File: src/rtl/rs485_uart_hd.sv
module rs485_uart_hd #(
  parameter int DIV_W     = 16,
  parameter int OSR       = 16,
  parameter int ECHO_BITS = 21
) (
  input  logic             clk,
  input  logic             rst_n,
  input  logic [DIV_W-1:0] baud_div,
  input  logic             self_test,
  input  logic [7:0]       tx_data,
  input  logic             tx_valid,
  output logic             tx_ready,
  output logic [7:0]       rx_data,
  output logic             rx_valid,
  output logic             rx_frame_err,
  output logic             echo_mismatch,
  output logic             echo_missing,
  output logic             line_tx,
  input  logic             line_rx,
  output logic             dir_de,
  output logic             rx_en
);
  localparam int CNT_W      = $clog2(OSR + 1);
  localparam int ECHO_TICKS = OSR * ECHO_BITS;
  localparam int EW         = $clog2(ECHO_TICKS + 1);
  localparam logic [CNT_W-1:0] LAST_C = CNT_W'(OSR - 1);
  localparam logic [CNT_W-1:0] HALF_C = CNT_W'(OSR / 2 - 1);
  localparam logic [CNT_W-1:0] LEAD_C = CNT_W'(OSR);
  localparam logic [EW-1:0]    ECHO_C = EW'(ECHO_TICKS - 1);

  typedef enum logic [2:0] {T_IDLE, T_LEAD, T_START, T_DATA, T_STOP} tx_st_t;
  typedef enum logic [1:0] {R_IDLE, R_START, R_DATA, R_STOP} rx_st_t;

  logic [DIV_W-1:0] pcnt;
  logic             tick;
  assign tick = (pcnt == baud_div);
  always_ff @(posedge clk or negedge rst_n)
    if (!rst_n) pcnt <= '0;
    else        pcnt <= tick ? '0 : pcnt + 1'b1;

  logic [1:0] rsync;
  logic       rxs;
  always_ff @(posedge clk or negedge rst_n)
    if (!rst_n) rsync <= 2'b11;
    else        rsync <= {rsync[0], line_rx};
  assign rxs = rsync[1];

  tx_st_t           ts;
  logic [CNT_W-1:0] tcnt;
  logic [2:0]       tbit;
  logic [7:0]       tsh;
  logic             tbit_end, tx_take;

  assign tbit_end = tick && (tcnt == LAST_C);
  assign tx_ready = (ts == T_IDLE) || (ts == T_STOP && tbit_end);
  assign tx_take  = tx_valid && tx_ready;
  assign dir_de   = (ts != T_IDLE);
  assign line_tx  = (ts == T_START) ? 1'b0 : (ts == T_DATA) ? tsh[0] : 1'b1;
  assign rx_en    = self_test || !dir_de;

  always_ff @(posedge clk or negedge rst_n) begin
    if (!rst_n) begin
      ts   <= T_IDLE;
      tcnt <= '0;
      tbit <= '0;
      tsh  <= '0;
    end else begin
      case (ts)
        T_IDLE: if (tx_take) begin
          ts   <= T_LEAD;
          tcnt <= '0;
          tsh  <= tx_data;
        end
        T_LEAD: if (tick) begin
          if (tcnt == LEAD_C) begin
            ts   <= T_START;
            tcnt <= '0;
          end else tcnt <= tcnt + 1'b1;
        end
        default: begin
          if (tick) tcnt <= tbit_end ? '0 : tcnt + 1'b1;
          if (tbit_end) begin
            case (ts)
              T_START: begin
                ts   <= T_DATA;
                tbit <= '0;
              end
              T_DATA: begin
                tsh  <= {1'b1, tsh[7:1]};
                tbit <= tbit + 1'b1;
                if (tbit == 3'd7) ts <= T_STOP;
              end
              default: begin
                if (tx_valid) begin
                  ts  <= T_START;
                  tsh <= tx_data;
                end else ts <= T_IDLE;
              end
            endcase
          end
        end
      endcase
    end
  end

  rx_st_t           rs;
  logic [CNT_W-1:0] rcnt;
  logic [2:0]       rbit;
  logic [7:0]       rsh;
  logic             rflag, rbit_end, rhalf, rdone, heard_drive;

  assign rbit_end    = tick && (rcnt == LAST_C);
  assign rhalf       = tick && (rcnt == HALF_C);
  assign rdone       = (rs == R_STOP) && rbit_end;
  assign heard_drive = rflag || dir_de;

  always_ff @(posedge clk or negedge rst_n) begin
    if (!rst_n) begin
      rs    <= R_IDLE;
      rcnt  <= '0;
      rbit  <= '0;
      rsh   <= '0;
      rflag <= 1'b0;
    end else begin
      rflag <= (rs == R_IDLE) ? dir_de : heard_drive;
      case (rs)
        R_IDLE: if (!rxs) begin
          rs   <= R_START;
          rcnt <= '0;
        end
        R_START: if (tick) begin
          if (rhalf) begin
            rs   <= rxs ? R_IDLE : R_DATA;
            rcnt <= '0;
            rbit <= '0;
          end else rcnt <= rcnt + 1'b1;
        end
        R_DATA: if (tick) begin
          rcnt <= rbit_end ? '0 : rcnt + 1'b1;
          if (rbit_end) begin
            rsh  <= {rxs, rsh[7:1]};
            rbit <= rbit + 1'b1;
            if (rbit == 3'd7) rs <= R_STOP;
          end
        end
        default: if (tick) begin
          rcnt <= rbit_end ? '0 : rcnt + 1'b1;
          if (rbit_end) rs <= R_IDLE;
        end
      endcase
    end
  end

  always_ff @(posedge clk or negedge rst_n) begin
    if (!rst_n) begin
      rx_valid     <= 1'b0;
      rx_data      <= '0;
      rx_frame_err <= 1'b0;
    end else begin
      rx_valid <= rdone && !heard_drive;
      if (rdone && !heard_drive) begin
        rx_data      <= rsh;
        rx_frame_err <= !rxs;
      end
    end
  end

  logic          pend;
  logic [EW-1:0] ecnt;
  logic [7:0]    sent;

  always_ff @(posedge clk or negedge rst_n) begin
    if (!rst_n) begin
      pend          <= 1'b0;
      ecnt          <= '0;
      sent          <= '0;
      echo_mismatch <= 1'b0;
      echo_missing  <= 1'b0;
    end else begin
      echo_mismatch <= 1'b0;
      echo_missing  <= 1'b0;
      if (tx_take) begin
        echo_missing <= pend;
        pend         <= self_test;
        ecnt         <= '0;
        sent         <= tx_data;
      end else if (rdone && heard_drive && pend) begin
        echo_mismatch <= (rsh != sent) || !rxs;
        pend          <= 1'b0;
      end else if (pend && tick) begin
        if (ecnt == ECHO_C) begin
          echo_missing <= 1'b1;
          pend         <= 1'b0;
        end else ecnt <= ecnt + 1'b1;
      end
    end
  end
endmodule

File: config.mk
export PLATFORM = sky130hd
export DESIGN_NAME = rs485_uart_hd
export DESIGN_NICKNAME = d
export VERILOG_FILES = /design/src/rtl/rs485_uart_hd.sv
export SDC_FILE = /design/constraint.sdc
export NUM_CORES = 1
export LEC_CHECK = 0
export BUFFER_PORTS_ARGS = -buffer_cell sky130_fd_sc_hd__buf_2
export CAP_MARGIN = 20
export CORE_MARGIN = 4
export CORE_UTILIZATION = 34
export DETAILED_ROUTE_END_ITERATION = 10
export PLACE_DENSITY = 0.61
export SYNTH_ARGS = -nofsm -noshare
export SYNTH_HDL_FRONTEND = slang
export SYNTH_SLANG_ARGS = --single-unit
File: constraint.sdc
create_clock -name clk -period 2.5 [get_ports clk]
set_clock_uncertainty 0.05 [all_clocks]
set_input_delay 0.125 -clock clk [delete_from_list [all_inputs] [get_ports clk]]
set_output_delay 0.125 -clock clk [all_outputs]
set_load 0.005 [all_outputs]
==> impl_table.tex <==
\begin{tabular}{lr}
\hline
Metric & Value \\
\hline
\multicolumn{2}{l}{\textbf{Status}} \\
Run status & finished, final reports clean \\
\multicolumn{2}{l}{\textbf{Routing}} \\
Number of iterations in the first detailed-routing pass & 5 \\
Average wire per cell in the routed design & about 14 µm \\
Routed wire length on met3 & 253 µm \\
Total via count in the routed design & just over 3000 \\
Number of DRC violations after detailed routing & 0 \\
Number of nets with antenna violations after detailed routing & 0 \\
Via-to-Cell Ratio & about 5 \\
Met2 layer wire length in the routed design & 4470 µm \\
Routed length on met1 & slightly above 4000 µm \\
Highest metal layer used by the detailed router & met4 \\
DRT iter0 DRCs & 150 \\
Detailed-route wire length & roughly 8900 µm \\
\multicolumn{2}{l}{\textbf{Clocking}} \\
Longest Clk Path Bufs & 2 \\
Number of H-tree levels & 3 \\
\# Post-CTS Setup Buffers & 0 \\
CTS clk-pin slew, worst paths & approximately 0.06 ns \\
CTS tree & yes \\
Number of buffers added by the clock tree synthesis step & 9 \\
Clock Sinks & 86 \\
Clk Latency, worst-skew pair & 0.33 ns \\
Library cell used as clock root buffer & sky130\_fd\_sc\_hd\_\_clkbuf\_16 \\
\multicolumn{2}{l}{\textbf{Logic synthesis}} \\
Mapped Area & 4330 µm² \\
Synthesized area divided by synthesized cell count & 10.9 µm² \\
Post-synth EDFFs & 0 \\
Cell count after synthesis & between 300 and 400 \\
Share of synthesized flip-flops with an asynchronous set or reset & 1.00 \\
Register bit count reported by yosys & 86 \\
Yosys warnings & 0 \\
Total nets after synthesis & between 400 and 500 \\
Most frequently used flop master after synthesis & sky130\_fd\_sc\_hd\_\_dfrtp\_1 \\
Sequential-to-total area share from yosys stat & 0.498 \\
Post-synth cell types & 51 \\
\multicolumn{2}{l}{\textbf{Power}} \\
Maximum ir drop on the vdd rail & roughly 0.50 mV \\
Total power per unit cell area & between 700 and 800 nW/µm² \\
Register share of total power & 0.460 \\
Switching share of power & 0.273 \\
P\_leak & between 2 and 2.5 nW \\
Cell internal power dissipation & between 2 and 3 mW \\
Share of total power in combinational logic & 0.188 \\
NetSw & 1.04 mW \\
Fraction of power consumed by the clock network & 0.353 \\
Overall power consumption & roughly 3.8 mW \\
\multicolumn{2}{l}{\textbf{Cells and area}} \\
Number of nets in the layout & roughly 500 \\
Fraction of layout instances using a drive strength above 1 & 0.256 \\
Most common cell after layout, fill and taps aside & sky130\_fd\_sc\_hd\_\_dfrtp\_1 \\
Area growth syn-to-layout & 21.7\% \\
Area of combinational cells with multiple inputs & approximately 2100 µm² \\
Fill cells & approximately 1200 \\
Antenna Cells & 0 \\
Sequential Area & between 2000 and 2500 µm² \\
Most frequent cells in the layout & sky130\_fd\_sc\_hd\_\_dfrtp\_1, sky130\_fd\_sc\_hd\_\_buf\_2, sky130\_fd\_sc\_hd\_\_nand2\_1 \\
\multicolumn{2}{l}{\textbf{Die}} \\
Die ar. & 14600 µm² \\
Overall die height & about 120 µm \\
Number of standard-cell rows in the floorplan & 40 \\
CORE AREA & approximately 12000 µm² \\
Ports & between 40 and 50 \\
Width of the die & 121 µm \\
Initial Util & 0.354 \\
\multicolumn{2}{l}{\textbf{Timing}} \\
Setup repair after global routing missed its margin & no \\
Setup violation total in the final timing report & 0 \\
Period Utilization, post-route & 0.953 \\
Max-slew headroom at the worst pin & 0.594 \\
Number of pins with negative max-slew slack in the final report & 0 \\
Final hold viol count & 0 \\
Post-route minimum period & 2.38 ns \\
Final total negative setup slack & 0 ns \\
Transition time at the pin with the least slew margin & about 0.59 ns \\
Fmax achieved & $\sim$420 MHz \\
\multicolumn{2}{l}{\textbf{Placement}} \\
Routability congestion estimate & a little over 0.8 \\
Final HPWL DP & 6580 µm \\
Buffers on Ports & 44 \\
\multicolumn{2}{l}{\textbf{Setup path}} \\
Type of origin of the critical path & register \\
WP data arrival & between 2 and 3 ns \\
Endpoint class of the critical path & register \\
Setup Crit Path Kind & register to register \\
Reg-to-reg setup timing slack & about 0.12 ns \\
Crit-path max FO & 12 \\
Data required, critical path & $\sim$2.7 ns \\
\multicolumn{2}{l}{\textbf{GRT}} \\
GRT overflow & 0 \\
Vias in the first global route & $\sim$3200 \\
Global-route total usage across every layer & 0.131 \\
Initial antenna violation count & 0 \\
Maximum number of pins on one net before global-route repair & 48 \\
Global-route wire length before repair & between 15000 and 20000 µm \\
\multicolumn{2}{l}{\textbf{Worst hold path}} \\
Path class of the lowest-slack min-delay path & input pin to register \\
\multicolumn{2}{l}{\textbf{Run}} \\
\# Max-Cap Violations & 0 \\
\hline
\end{tabular}
-- cells by family (layout without fill, tap and decap cells) --
kind of cell / after synthesis / in the layout / synth area share
buffers and inverters: 23 / 96 / 0.0234
xor gates and xnor gates: 45 / 45 / 0.0911
muxes: 45 / 45 / 0.123
adders and majority gates: 11 / 11 / 0.0318
DFF: 86 / 86 / 0.498
AOI/OAI and AO/OA: 46 / 46 / 0.0746
and+or+nand+nor: 140 / 140 / 0.158
-- final timing paths --
kind / start / depth (start not counted) / end
worst max-delay path: pcnt[9] / 7 / rx_data[1]
worst min-delay path: self_test / 2 / pend
worst max register to register: pcnt[9] / 7 / rx_data[1]
max in group asynchronous: rst_n / 3 / rsync[1]
worst min register to register: rsync[0] / 0 / rsync[1]
min in group asynchronous: rst_n / 2 / rx_valid
-- timing repair --
item | 4_1_cts | 5_1_grt
gates resized for setup | 0 | 4
hold endpoints to repair | 48 | 0
hold buffers | 10 | 0
setup endpoints to repair | 0 | 22
-- power by group through the flow --
stage,Sequential (mW),Clock [mW],Combinational (mW)
after floorplan,1.74,0,0.507
after global placement,1.77,0,0.689
after detailed placement,1.77,0,0.717
after CTS,1.76,1.40,0.728
after global routing,1.78,1.45,0.804
final,1.76,1.35,0.718
-- stage by stage --
step | cells | worst slack [ns] | cell area [µm²] | utilization | hold slack [ns]
6_report | 637 | 0.117 | 5270 | 0.431 | 0.0137
5_1_grt | 637 | 0.00210 | 5270 | 0.431 | 0.0172
4_1_cts | 637 | 0.0280 | 5250 | 0.430 | 0.0163
3_5_place_dp | 611 | 0.0206 | 4850 | 0.397 | 0.0938
3_3_place_gp | 611 | 0.0902 | 4850 | 0.397 | 0.0880
2_1_floorplan | 396 | 0.387 | 4330 | - | -0.221
-- synth_stat cells, drive strengths merged (4+ instances only) --
master,instances,area (µm²)
dfrtp,84,2100
mux2,41,492
nand2,41,154
nor2,34,128
xor2,25,219
xnor2,20,175
o21ai,16,80.1
nand3,14,70.1
and3,11,68.8
ha,11,138
inv,10,37.5
buf,9,48.8
nand2b,8,50.1
nor3,8,51.3
a21oi,7,46.3
nor4,7,50.1
nand4,6,37.5
a22oi,4,30.0
clkbuf,4,15.0
mux2i,4,40.0
-- flip-flops by register name, indices dropped and copies added, names as in the netlist, 5 cells and up --
signal   count
tcnt         5
rsh          8
tsh          8
sent         8
ecnt         9
pcnt        16
rcnt         5
rx_data      8
-- routing by layer --
| layer | up-vias | track usage |
|---|---|---|
| met5 | - | 0 |
| met4 | 0 | 0.0347 |
| met3 | 7 | 0.0290 |
| met2 | 43 | 0.216 |
| met1 | 1538 | 0.174 |
| li1 | 1521 | - |
-- final cells by class --
type / instances / area share
Tap cell: 168 / 0.0399
Inverter: 10 / 0.00713
Clock inverter: 7 / 0.0154
Multi-Input combinational cell: 287 / 0.397
Clock buffer: 9 / 0.0428
Sequential cell: 86 / 0.409
Timing Repair Buffer: 70 / 0.0889
-- critical path: stages (launching register included) --
cell and delay (ns):
sky130_fd_sc_hd__dfrtp_1 0.43, sky130_fd_sc_hd__xor2_1 0.16, sky130_fd_sc_hd__nor4_1 0.37, sky130_fd_sc_hd__nand4_1 0.23
sky130_fd_sc_hd__buf_12 0.21, sky130_fd_sc_hd__nor4b_2 0.23, sky130_fd_sc_hd__buf_4 0.24, sky130_fd_sc_hd__mux2_2 0.35
No activity file was read; power rests on OpenSTA's default activity.
